===== src/rtl/spi_slv_pkg.sv =====
package spi_slv_pkg;

  typedef struct packed {
    logic cpol;
    logic cpha;
    logic urun_hold;
    logic orun_ovw;
  } slv_cfg_t;

endpackage


===== src/rtl/spi_slv_sync.sv =====
module spi_slv_sync (
  input  logic clk,
  input  logic rst_n,
  input  logic sclk,
  input  logic mosi,
  input  logic ss_n,
  input  logic cpol,
  input  logic cpha,
  output logic mosi_s,
  output logic ss_act,
  output logic ss_fall,
  output logic ss_rise,
  output logic drive_ev,
  output logic sample_ev
);
  // two synchroniser stages plus one history stage for edge detection
  logic [2:0] sclk_p, ss_p, sclk_p_n, ss_p_n;
  logic [1:0] mosi_p, mosi_p_n;
  logic       toggled, lead, trail;

  always_comb begin
    sclk_p_n = {sclk_p[1:0], sclk};
    ss_p_n   = {ss_p[1:0], ss_n};
    mosi_p_n = {mosi_p[0], mosi};
  end

  always_ff @(posedge clk or negedge rst_n) begin
    if (!rst_n) begin
      sclk_p <= '0;
      ss_p   <= '1;
      mosi_p <= '0;
    end else begin
      sclk_p <= sclk_p_n;
      ss_p   <= ss_p_n;
      mosi_p <= mosi_p_n;
    end
  end

  assign toggled   = sclk_p[1] ^ sclk_p[2];
  assign lead      = toggled && (sclk_p[1] != cpol);
  assign trail     = toggled && (sclk_p[1] == cpol);
  assign ss_act    = ~ss_p[1];
  assign ss_fall   = ss_p[2] & ~ss_p[1];
  assign ss_rise   = ~ss_p[2] & ss_p[1];
  assign drive_ev  = ss_act & (cpha ? lead : trail);
  assign sample_ev = ss_act & (cpha ? trail : lead);
  assign mosi_s    = mosi_p[1];
endmodule


===== src/rtl/spi_slv_fifo.sv =====
module spi_slv_fifo #(
  parameter int W     = 8,
  parameter int DEPTH = 4
) (
  input  logic         clk,
  input  logic         rst_n,
  input  logic         push,
  input  logic [W-1:0] push_data,
  input  logic         ovw_en,
  input  logic         pop,
  output logic [W-1:0] head,
  output logic         full,
  output logic         empty
);
  localparam int AW = (DEPTH > 1) ? $clog2(DEPTH) : 1;
  localparam logic [AW:0] FULL_CNT = (AW+1)'(DEPTH);

  logic [W-1:0]  mem [DEPTH];
  logic [AW-1:0] wr_ptr, rd_ptr, wr_ptr_n, rd_ptr_n, wa;
  logic [AW:0]   cnt, cnt_n;
  logic          pop_ok, push_ok, ovw, we;

  assign full  = (cnt == FULL_CNT);
  assign empty = (cnt == '0);
  assign head  = mem[rd_ptr];

  always_comb begin
    pop_ok   = pop && !empty;
    push_ok  = push && (!full || pop_ok);
    ovw      = push && full && !pop_ok && ovw_en;
    we       = push_ok || ovw;
    wa       = ovw ? (wr_ptr - 1'b1) : wr_ptr;
    wr_ptr_n = push_ok ? wr_ptr + 1'b1 : wr_ptr;
    rd_ptr_n = pop_ok  ? rd_ptr + 1'b1 : rd_ptr;
    cnt_n    = cnt;
    if (push_ok && !pop_ok)      cnt_n = cnt + 1'b1;
    else if (pop_ok && !push_ok) cnt_n = cnt - 1'b1;
  end

  always_ff @(posedge clk or negedge rst_n) begin
    if (!rst_n) begin
      wr_ptr <= '0;
      rd_ptr <= '0;
      cnt    <= '0;
    end else begin
      wr_ptr <= wr_ptr_n;
      rd_ptr <= rd_ptr_n;
      cnt    <= cnt_n;
    end
  end

  always_ff @(posedge clk) begin
    if (we) mem[wa] <= push_data;
  end
endmodule


===== src/rtl/spi_slv_core.sv =====
module spi_slv_core #(
  parameter int W = 8
) (
  input  logic         clk,
  input  logic         rst_n,
  input  logic         mosi_s,
  input  logic         ss_fall,
  input  logic         ss_rise,
  input  logic         drive_ev,
  input  logic         sample_ev,
  input  logic         urun_hold,
  input  logic         tx_empty,
  input  logic [W-1:0] tx_head,
  output logic         tx_pop,
  output logic         urun_set,
  output logic         rx_push,
  output logic [W-1:0] rx_word,
  output logic         miso_bit
);
  localparam int CW = $clog2(W);
  localparam logic [CW-1:0] LAST = CW'(W-1);

  logic [CW-1:0] bitcnt, bitcnt_n;
  logic          fresh, fresh_n;
  logic [W-1:0]  tx_sh, tx_sh_n, rx_sh, rx_sh_n, last_w, last_w_n, src_word;
  logic          restart, samp;

  assign restart  = ss_fall | ss_rise;
  assign samp     = sample_ev & ~restart;
  assign src_word = !tx_empty ? tx_head : (urun_hold ? last_w : '0);
  assign miso_bit = fresh ? src_word[W-1] : tx_sh[W-1];
  assign tx_pop   = samp & fresh & ~tx_empty;
  assign urun_set = samp & fresh & tx_empty;
  assign rx_push  = samp & (bitcnt == LAST);
  assign rx_word  = {rx_sh[W-2:0], mosi_s};

  always_comb begin
    bitcnt_n = bitcnt;
    fresh_n  = fresh;
    tx_sh_n  = tx_sh;
    rx_sh_n  = rx_sh;
    last_w_n = last_w;
    if (restart) begin
      bitcnt_n = '0;
      fresh_n  = 1'b1;
    end else if (sample_ev) begin
      rx_sh_n = rx_word;
      if (fresh) begin
        tx_sh_n  = src_word;
        last_w_n = src_word;
        fresh_n  = 1'b0;
      end
      if (bitcnt == LAST) begin
        bitcnt_n = '0;
        fresh_n  = 1'b1;
      end else begin
        bitcnt_n = bitcnt + 1'b1;
      end
    end else if (drive_ev && !fresh) begin
      tx_sh_n = {tx_sh[W-2:0], 1'b0};
    end
  end

  always_ff @(posedge clk or negedge rst_n) begin
    if (!rst_n) begin
      bitcnt <= '0;
      fresh  <= 1'b1;
      tx_sh  <= '0;
      rx_sh  <= '0;
      last_w <= '0;
    end else begin
      bitcnt <= bitcnt_n;
      fresh  <= fresh_n;
      tx_sh  <= tx_sh_n;
      rx_sh  <= rx_sh_n;
      last_w <= last_w_n;
    end
  end
endmodule


===== src/rtl/spi_fifo_slave.sv =====
module spi_fifo_slave #(
  parameter int WORD_W   = 8,
  parameter int TX_DEPTH = 4,
  parameter int RX_DEPTH = 4
) (
  input  logic              clk,
  input  logic              rst_n,
  input  logic              cfg_cpol,
  input  logic              cfg_cpha,
  input  logic              cfg_urun_hold,
  input  logic              cfg_orun_ovw,
  input  logic              flag_clr,
  input  logic              tx_wr,
  input  logic [WORD_W-1:0] tx_data,
  output logic              tx_full,
  input  logic              rx_rd,
  output logic [WORD_W-1:0] rx_data,
  output logic              rx_empty,
  input  logic              sclk,
  input  logic              mosi,
  input  logic              ss_n,
  output logic              miso,
  output logic              miso_oe,
  output logic              urun_flag,
  output logic              orun_flag
);
  import spi_slv_pkg::*;

  slv_cfg_t    cfg;
  logic [1:0]  rst_q;
  logic        rst_i_n;
  logic        mosi_s, ss_act, ss_fall, ss_rise, drive_ev, sample_ev;
  logic        tx_empty, tx_pop, urun_set, rx_push, orun_set;
  logic [WORD_W-1:0] tx_head, rx_word;
  logic        urun_n, orun_n;

  assign cfg = '{cpol: cfg_cpol, cpha: cfg_cpha,
                 urun_hold: cfg_urun_hold, orun_ovw: cfg_orun_ovw};

  // asynchronous assertion, synchronous release
  always_ff @(posedge clk or negedge rst_n) begin
    if (!rst_n) rst_q <= '0;
    else        rst_q <= {rst_q[0], 1'b1};
  end
  assign rst_i_n = rst_q[1];

  spi_slv_sync u_sync (
    .clk(clk), .rst_n(rst_i_n), .sclk(sclk), .mosi(mosi), .ss_n(ss_n),
    .cpol(cfg.cpol), .cpha(cfg.cpha), .mosi_s(mosi_s), .ss_act(ss_act),
    .ss_fall(ss_fall), .ss_rise(ss_rise), .drive_ev(drive_ev),
    .sample_ev(sample_ev)
  );

  spi_slv_fifo #(.W(WORD_W), .DEPTH(TX_DEPTH)) u_txq (
    .clk(clk), .rst_n(rst_i_n), .push(tx_wr), .push_data(tx_data),
    .ovw_en(1'b0), .pop(tx_pop), .head(tx_head), .full(tx_full),
    .empty(tx_empty)
  );

  spi_slv_core #(.W(WORD_W)) u_core (
    .clk(clk), .rst_n(rst_i_n), .mosi_s(mosi_s), .ss_fall(ss_fall),
    .ss_rise(ss_rise), .drive_ev(drive_ev), .sample_ev(sample_ev),
    .urun_hold(cfg.urun_hold), .tx_empty(tx_empty), .tx_head(tx_head),
    .tx_pop(tx_pop), .urun_set(urun_set), .rx_push(rx_push),
    .rx_word(rx_word), .miso_bit(miso)
  );

  spi_slv_fifo #(.W(WORD_W), .DEPTH(RX_DEPTH)) u_rxq (
    .clk(clk), .rst_n(rst_i_n), .push(rx_push), .push_data(rx_word),
    .ovw_en(cfg.orun_ovw), .pop(rx_rd), .head(rx_data), .full(rx_full_w),
    .empty(rx_empty)
  );

  logic rx_full_w;
  assign orun_set = rx_push & rx_full_w & ~(rx_rd & ~rx_empty);
  assign miso_oe  = ss_act;

  always_comb begin
    urun_n = (urun_flag & ~flag_clr) | urun_set;
    orun_n = (orun_flag & ~flag_clr) | orun_set;
  end

  always_ff @(posedge clk or negedge rst_i_n) begin
    if (!rst_i_n) begin
      urun_flag <= 1'b0;
      orun_flag <= 1'b0;
    end else begin
      urun_flag <= urun_n;
      orun_flag <= orun_n;
    end
  end
endmodule


===== config.mk =====
export PLATFORM = sky130hd
export DESIGN_NAME = spi_fifo_slave
export DESIGN_NICKNAME = d
export VERILOG_FILES = /design/src/rtl/spi_slv_pkg.sv /design/src/rtl/spi_slv_sync.sv /design/src/rtl/spi_slv_fifo.sv /design/src/rtl/spi_slv_core.sv /design/src/rtl/spi_fifo_slave.sv
export SDC_FILE = /design/constraint.sdc
export NUM_CORES = 1
export LEC_CHECK = 0
export BUFFER_PORTS_ARGS = -buffer_cell sky130_fd_sc_hd__buf_2
export CELL_PAD_IN_SITES_DETAIL_PLACEMENT = 1
export CELL_PAD_IN_SITES_GLOBAL_PLACEMENT = 2
export CORE_MARGIN = 2
export CORE_UTILIZATION = 25
export DETAILED_ROUTE_END_ITERATION = 8
export PLACE_DENSITY = 0.55
export SLEW_MARGIN = 20
export SYNTH_ARGS = -nofsm -noshare
export SYNTH_HDL_FRONTEND = slang
export SYNTH_SLANG_ARGS = --single-unit
export TNS_END_PERCENT = 50

===== constraint.sdc =====
create_clock -name clk -period 3.8 [get_ports clk]
set_clock_uncertainty 0.1 [all_clocks]
set_input_delay 0.57 -clock clk [delete_from_list [all_inputs] [get_ports clk]]
set_output_delay 0.57 -clock clk [all_outputs]
set_load 0.005 [all_outputs]

; ---- Word-level counts from Yosys, hierarchy flattened
; Memory sizes are Yosys's and may differ from the RTL's.
; Index checks and enable logic that the tools add are counted.
[word_totals]
reg_bits = 53
ramBits = 64
wordCells = 118
mem_count = 2
[mem_list]
columns = name, depth, width, read_ports, rd_clocked_by_memory_dff, wr, line_no
row1 = u_rxq.mem, 4, 8, 1, 0, 1, spi_slv_fifo.sv:18  ; logic [W-1:0] mem [DEPTH];
row2 = u_txq.mem, 4, 8, 1, 0, 1, spi_slv_fifo.sv:18
[op_classes]
add_sub_neg = 10
eq_ne = 6
n_mux = 23
bitwise_logic = 25
reduce_logical = 35
[op_table]
columns = operator, count
row1 = 8-bit 2-to-1 mux, 5
row2 = 3-bit 2-to-1 mux, 7
row3 = 1-bit AND, 14
row4 = 1-bit logical AND, 14
row5 = 1-bit 2-to-1 mux, 10
row6 = "3-bit by 1-bit adder with 3-bit output, second input constant", 3
row7 = "3-bit equality test, second input constant", 3
row8 = 1-bit logical NOT, 9
row9 = "2-bit by 1-bit adder with 2-bit output, second input constant", 4
row10 = 2-bit nonzero test, 4
row11 = 1-bit inverter, 7
row12 = 3-bit logical NOT, 2
row13 = 3-bit AND reduction, 2
row14 = "3-bit by 1-bit subtractor with 3-bit output, second input constant", 2
row15 = 1-bit logical OR, 3
row16 = 1-bit bitwise OR, 3
row17 = 2-bit 2-to-1 mux, 1
row18 = "2-bit inequality test, second input constant", 1
row19 = 2-bit AND reduction, 1
row20 = "2-bit by 1-bit subtractor with 2-bit output, second input constant", 1
row21 = 1-bit equality test, 1
row22 = 1-bit inequality test, 1
row23 = 1-bit XOR, 1

; ---- Longest topological paths before layout
; Gate-level depths: netlist of the first run.
[logic_depth]
depth_word = 14
ltp_mapped = 11

; ---- Cells and area by module
; From an unflattened synthesis of the first run, not the netlist that was laid out.
[hier_totals]
cells_unflattened = 304
area_unflattened_um2 = 4855.9
[modules_own_cells]
columns = mod, instances, cells_per_inst, area_each_um2, seq_area_each_um2
row1 = spi_slv_fifo, 2, 82, 1579.0, 1136.1
row2 = spi_slv_core, 1, 114, 1296.2, 676.9
row3 = spi_slv_sync, 1, 16, 266.5, 203.9
row4 = spi_fifo_slave, 1, 10, 135.1, 100.1

; ---- Worst setup path before layout of the first run
; Ideal clock, no wire load.
[synth_path]
path_kind = input to register
startpoint = in cfg_cpol
endpoint = mem u_rxq.mem[0][0], enable pin
t_arrival_ns = 2.661
setup_slack_ns = 0.620
path_stages = 4
n_path_buf = 0
path_cell_list = xnor2_1 mux2_2 nand3_1 a2111oi_0
[synth_between]
elab_chain_len = 12
elab_cells_between_ends = 16
classes_between = eq/ne (2) / mux (4) / bitwise (3) / reduce/logical (7)
[synth_lines]
columns = item, line_no
row1 = start: declaration, spi_fifo_slave.sv:8  ; input logic cfg_cpol,
row2 = 1-bit inequality test / 1-bit equality test (equally long branches), "spi_slv_sync.sv:40, spi_slv_sync.sv:41"
row3 = 1-bit logical AND (on tied branches), "spi_slv_sync.sv:40, spi_slv_sync.sv:41"
row4 = 1-bit 2-to-1 mux *, spi_slv_sync.sv:46  ; assign sample_ev = ss_act & (cpha ? trail : lead);
row5 = 1-bit AND *, spi_slv_sync.sv:46
row6 = 1-bit AND *, spi_slv_core.sv:29  ; assign samp = sample_ev & ~restart;
row7 = 1-bit AND *, spi_slv_core.sv:34  ; assign rx_push = samp & (bitcnt == LAST);
row8 = 1-bit logical AND (3 in a row), spi_slv_fifo.sv:30  ; ovw = push && full && !pop_ok && ovw_en;
row9 = 1-bit logical OR, spi_slv_fifo.sv:31  ; we = push_ok || ovw;
row10 = 1-bit 2-to-1 mux, spi_slv_fifo.sv:53  ; if (we) mem[wa] <= push_data;
row11 = 1-bit 2-to-1 mux (implied by the code), spi_slv_fifo.sv:53
row12 = end: declaration, spi_slv_fifo.sv:18
; Every way passes the cells marked *; elsewhere a longest branch is shown, timed or not.

; ---- Final worst setup path of the first run
[layout_path]
startpoint = reg u_txq.cnt[0]
endpoint = out miso
[layout_between]
elab_chain_len = 3
[layout_lines]
columns = item, line_no
row1 = start: declaration, spi_slv_fifo.sv:20  ; logic [AW:0] cnt, cnt_n;
row2 = start signal: assignment, spi_slv_fifo.sv:48  ; cnt <= cnt_n;
row3 = 3-bit logical NOT, spi_slv_fifo.sv:24  ; assign empty = (cnt == '0);
row4 = 8-bit 2-to-1 mux, spi_slv_core.sv:30  ; assign src_word = !tx_empty ? tx_head : (urun_hold ? last_w : '0);
row5 = 1-bit 2-to-1 mux, spi_slv_core.sv:31  ; assign miso_bit = fresh ? src_word[W-1] : tx_sh[W-1];
row6 = end: declaration, spi_fifo_slave.sv:22  ; output logic miso,
; Every way passes these cells.

==> out/metrics.yaml, run 1 <==
run_status: "finished clean"
num-fill-cells: 2041
placeableCoreArea_sq_um: 19460
p_per_area_nw_per_um2: 731.5
synth_compound_area_frac: 0.02320
r2r_setup_slack_ns: 1.10
clk_transition_reported_paths_ns: 0.05
gp_congestion: 0.6980
synth_common_cells: "edfxtp_1, dfrtp_1, mux2_2, mux4_2, inv_1"
grt_pass1_vias: 2884
worst-r2r-cell-count: 10
synth_top_family_by_area: "multiplexers"
grt_overflow_total: 0
synth.distinct_cells: 45
reg2reg_to: "u_txq.cnt[2]"
routed_wl_um: 9496
synth_xor_area_frac: 0.02926
p_total_uw: 4470
ios: 34
cts_inserted_buffers: 17
grt_max_degree: 28
muxShareOfSynthArea: 0.1783
ys_ff_latch: 117
peakVddDrop_v: 0.0003297
worstHoldStart: "ss_n"
synth-async-reset-ratio: 0.4530
min_period_over_period: 0.7925
first_iter_violations: 109
tritoncts: "built"
r2r-start: "u_sync.ss_p[1]"
die_height_um: 144.9
via_per_inst: 4.162
yosys.area.top_type: "edfxtp_1"
vias: 2601
dr.pass1.iters: 4
end_kind: "primary output"
fin_crit_ns: 3.011
critPathMaxFanout: 9
slew_violations: 0
min_to: "u_sync.ss_p[0]"
slew-limit-headroom: 0.4871
synth_top_area_frac: 0.3874
wl_per_cell_um: 15.19
crit_arrival_ns: 2.34
synth_nets: 323
worstMarginPinSlew_ns: 0.7652
ys_warn_count: 0
power_leakage_uw: 0.002335
antenna_found_initial: 0
worstHoldPathCells: 1
die_w_um: 144.9
start_kind: "flop"
nNetsFinal: 377
postSynthCellCount: 293
cap_violations: 0
synth_ff_type: "edfxtp_1"
track_usage: 0.1018
clock_latency_ns: 0.41
synth_area_per_cell_sq_um: 16.93
h-tree-depth: 4
root_buffer: "clkbuf_16"
yosysMostFrequentCell: "edfxtp_1"
required_ns: 3.13
ant_nets: 0
num_rows: 51
post-cts-setup-buffer-count: 0
synthAdderAreaFrac: 0.02825
synth_area_sq_um: 4961
dieArea_sq_um: 20990
ys_seq_area_frac: 0.6557
final.setup.tns_ns: 0
io_buffers: 33
path_class: "reg2out"
grt_first_pass_wirelength_um: 15550
rsz0062_at_grt: "no"
diodes: 0
start_util: 0.2549
synth-simple-area-share: 0.06885
cts.sinks: 117
max_freq_ghz: 0.3321
layout-drive-gt1-share: 0.3611
hold_class: "in2reg"
finalSetupViolations: 0
remaining_drc_errors: 0
area_growth_pct: 23.18
hold_slack_ns: 0.1586
synth_area_leaders: "edfxtp_1, dfrtp_1, mux2_2"
clk_path_buf_depth: 2
hold_viol_final: 0
synth_edf_count: 64
dpl.hpwl_um: 6555
-- cell type report --
type                       count  area, sq um  share of cell area
inverter                      11        41.29            0.006757
timing repair buffer          41        227.7             0.03726
tap                          265        331.6             0.05426
clock inverter                14        183.9             0.03010
clock buffer                  18        429.2             0.07023
multi-input combinational    159         1643              0.2688
sequential                   117         3254              0.5326
-- what timing repair did --
action                                 4_1_cts  5_1_grt
hold buffers                                 1        0
endpoints found under the hold margin        2        0
resized for setup                            0        0
-- state kept, by name, summed over array words and instances (netlist names), 3 cells and up --
name and count:
u_sync.sclk_p 3, u_core.rx_sh 7, u_txq.cnt 3, u_sync.ss_p 3, u_rxq.cnt 3, u_rxq.mem 32
u_core.tx_sh 8, u_core.last_w 8, u_txq.mem 32, u_core.bitcnt 3
-- worst max-delay path by stage --
stage               slack [ns]         endpoint         start  depth (start not counted)
CTS                       0.68             miso  u_txq.cnt[0]                          5
finish                    0.79             miso  u_txq.cnt[0]                          5
floorplan                 0.62  u_rxq.mem[0][0]      cfg_cpol                          4
global placement          0.72     u_txq.cnt[2]      cfg_cpol                         12
global route              0.54             miso  u_txq.cnt[0]                          5
detailed placement        0.64     u_txq.cnt[2]      cfg_cpol                         12
-- where the power goes --
| group | switching, uW | internal (uW) |
|---|---|---|
| logic | 387 | 549 |
| clock network | 571 | 1090 |
| registers | 246 | 1630 |
| total | 1200 | 3270 |
-- routing by layer --
layer | global-route usage | part of all wire
met4 | 0.05059 | 0.015
met3 | 0.02797 | 0.034
met2 | 0.1619 | 0.48
met5 | 0 | 0
met1 | 0.1276 | 0.47
-- per-stage QoR --
step	setup slack, ns	utilization	instances	instance area [sq um]
final	0.7885	0.3140	625	6111
after global routing	0.5420	0.3140	625	6111
after CTS	0.6842	0.3140	625	6111
after detailed placement	0.6368	0.2820	592	5488
after floorplan	0.6196	-	293	4961
after global placement	0.7189	0.2820	592	5488
-- kinds of logic after synthesis --
logic type	count (synthesis)
compound gates	17
buf+inv	17
xor+xnor	15
simple gates	56
fa+ha+maj	10
mux	60
other cells	1
flops	117
-- critical path, cell delays in order (launching register included) --
cell and delay [ns]:
dfrtp_1 0.46, nor3_2 0.65, mux2_2 0.44, nand2_1 0.07, o21ai_0 0.13, buf_2 0.17
-- cells in the final DEF, fill, tap and decap left out, types with 2 or more instances in the layout --
cell | Yosys | layout
xnor2_1 | 8 | 8
mux2_4 | 8 | 8
mux4_1 | 2 | 2
nand2_1 | 10 | 10
edfxtp_1 | 64 | 64
nor3b_1 | 3 | 3
clkinvlp_4 | 0 | 4
o22ai_1 | 3 | 3
clkbuf_16 | 0 | 17
and2_1 | 9 | 9
fa_1 | 2 | 2
or3_1 | 4 | 4
a2111oi_2 | 0 | 2
dfrtp_1 | 49 | 48
clkinv_1 | 0 | 3
nand2b_1 | 3 | 3
a21oi_1 | 3 | 3
mux4_2 | 14 | 14
nor3_1 | 3 | 3
mux2i_1 | 7 | 7
xor2_1 | 6 | 6
buf_2 | 2 | 33
nor2b_1 | 4 | 4
o21ai_0 | 2 | 2
mux2_2 | 29 | 29
and3b_1 | 4 | 4
o211ai_1 | 4 | 4
dfstp_2 | 4 | 4
ha_1 | 8 | 8
nor2_1 | 7 | 7
nand4_1 | 2 | 2
bufinv_16 | 0 | 4
buf_4 | 1 | 7
inv_1 | 11 | 11
Power figures use the tool's default switching activity.
==> run 2: changes to the inputs <==
clock period = 2.9 ns   (was 3.8 ns; I/O delays follow)
==> run 2 against run 1 <==
Critical path type is now reg2reg. Power increased by 30%. Non-clock buffer count increased by 6. Cell count increased by 0.96%. Sequential power increased by 31%. Combinational power increased by 36%. Clock-buffer cell count increased by 1. Via count increased by 0.62%. Cell area increased by 0.57%. Clock power increased by 27%. Global-route usage about the same. Utilization increased by 0.18 points.
==> out/metrics.yaml, run 2 (synthesis gave the netlist of run 1 again) <==
io_buffers: 33  # unchanged
ios: 34  # unchanged
clk_transition_reported_paths_ns: 0.05  # about the same
grt_first_pass_wirelength_um: 15770  # +1.4%
antenna_found_initial: 0  # unchanged
wl_per_cell_um: 15.26  # +0.44%
slew_violations: 0  # unchanged
run_status: "finished clean"
slew-limit-headroom: 0.5960  # +0.1090
track_usage: 0.1022  # +0.0004720
cts.sinks: 117  # unchanged
cap_violations: 0  # unchanged
area_growth_pct: 23.88
grt_max_degree: 40  # +43%
cts_inserted_buffers: 17  # unchanged
diodes: 0  # unchanged
clk_path_buf_depth: 2  # unchanged
path_class: "reg2reg"
h-tree-depth: 4  # unchanged
rsz0062_at_grt: "no"
gp_congestion: 0.6720  # -3.7%
grt_use_met2: 0.1601  # -0.001738
clock_latency_ns: 0.41  # about the same
end_kind: "flop"
pre_cts_ws_ns: 0.2159  # -0.4209 ns
use_met3: 0.04047  # +0.01250
dp_cells: 598  # +1.0%
p_per_area_nw_per_um2: 947.0  # +29%
fin_cells: 631  # +0.96%
reg_top3: "u_rxq.mem x32, u_txq.mem x32"
crit_arrival_ns: 2.78  # +0.44 ns
grt_overflow_total: 0  # unchanged
routed_wl_um: 9629  # +1.4%
dpl.hpwl_um: 6541  # -0.22%
ant_nets: 0  # unchanged
num-fill-cells: 2028  # -0.64%
dieArea_sq_um: 20990  # unchanged
start_util: 0.2549  # unchanged
root_buffer: "clkbuf_16"
critPathMaxFanout: 5  # -4
min_period_over_period: 0.8924
worstMarginPinSlew_ns: 0.6059  # -0.1593 ns
placeableCoreArea_sq_um: 19460  # unchanged
start_kind: "flop"
fin_ws_ns: 0.3121  # -0.4765 ns
dr.pass1.iters: 4  # unchanged
via_per_inst: 4.147  # -0.34%
hold_class: "in2reg"
grtUsageMet1: 0.1307  # +0.003071
required_ns: 3.09  # -0.04 ns
die_w_um: 144.9  # unchanged
power_leakage_uw: 0.002364  # +1.2%
first_iter_violations: 94  # -14%
layout-drive-gt1-share: 0.3825  # +0.02140
vias: 2617  # +0.62%
hold_viol_final: 0  # unchanged
p_total_uw: 5820  # +30%
nNetsFinal: 383  # +1.6%
final_cell_mix: "edfxtp_1, dfrtp_1, buf_2"
num_rows: 51  # unchanged
fin_crit_ns: 2.588
tritoncts: "built"
post-cts-setup-buffer-count: 0  # unchanged
cts_resized: 0  # unchanged
max_freq_ghz: 0.3864
finalSetupViolations: 0  # unchanged
layout_commonest_cell: "edfxtp_1"
die_height_um: 144.9  # unchanged
hold_slack_ns: 0.02768  # -0.1309 ns
peakVddDrop_v: 0.0004571  # +39%
remaining_drc_errors: 0  # unchanged
grt_pass1_vias: 2879  # -0.17%
busiest_layer: "met2"
[run 2: changes by cell type in the layout (fill, tap and decap cells not counted)]
cell / delta
clkbuf_8: +2
buf_4: +6
clkbuf_1: -1
inv_8: +1
bufinv_16: -2
clkinv_1: -3
clkinv_4: +3
[run 2: worst paths after layout]
kind	from	endpoint	slack, ns	depth (start not counted)
worst max register to register	u_rxq.cnt[0]	u_rxq.cnt[1]	0.31	7
worst min-delay path	ss_n	u_sync.ss_p[0]	0.03	1
min in group asynchronous	rst_q[1]	u_txq.wr_ptr[0]	0.06	0
worst max-delay path	u_rxq.cnt[0]	u_rxq.cnt[1]	0.31	7
max in group asynchronous	rst_q[1]	u_sync.ss_p[0]	1.79	1
worst min register to register	rst_q[1]	u_txq.wr_ptr[0]	0.06	0
[run 2: worst max-delay path: stages (launching register included)]
cell and delay, ns:
dfrtp_1 0.44, or4b_2 0.76, nand4_1 0.17, inv_1 0.06, ha_1 0.21, inv_1 0.07
fa_1 0.39, mux2_2 0.26
[run 2: through the flow]
step | util | setup TNS, ns | area, sq um
2_1_floorplan | - | -2.326 | 4961
3_3_place_gp | 0.2843 | 0 | 5533
3_5_place_dp | 0.2843 | 0 | 5533
4_1_cts | 0.3158 | 0 | 6146
5_1_grt | 0.3158 | 0 | 6146
6_report | 0.3158 | 0 | 6146
[run 2: final cells by class]
cell class                      instances  area [sq um]  share of cell area
Tap cell                              265         331.6             0.05395
Sequential cell                       117          3254              0.5295
Timing Repair Buffer                   47         272.8             0.04438
Clock inverter                         13         150.1             0.02443
Clock buffer                           19         452.9             0.07370
Inverter                               11         41.29            0.006718
Multi-Input combinational cell        159          1643              0.2673
[run 2: where the power goes]
group | total [uW] | internal [uW] | switching, uW
clock network | 2110 | 1320 | 786
registers | 2450 | 2130 | 315
logic | 1270 | 747 | 518
total | 5820 | 4200 | 1620
[run 2: repair_timing]
action	in CTS	in global routing
setup endpoints to repair	0	0
endpoints found under the hold margin	2	0
hold buffers	1	0
[run 2: metal layers]
layer	vias up	routed length, um
met5	-	0
met4	0	100
met3	8	378
met2	42	4633
met1	1347	4515
li1	1220	-
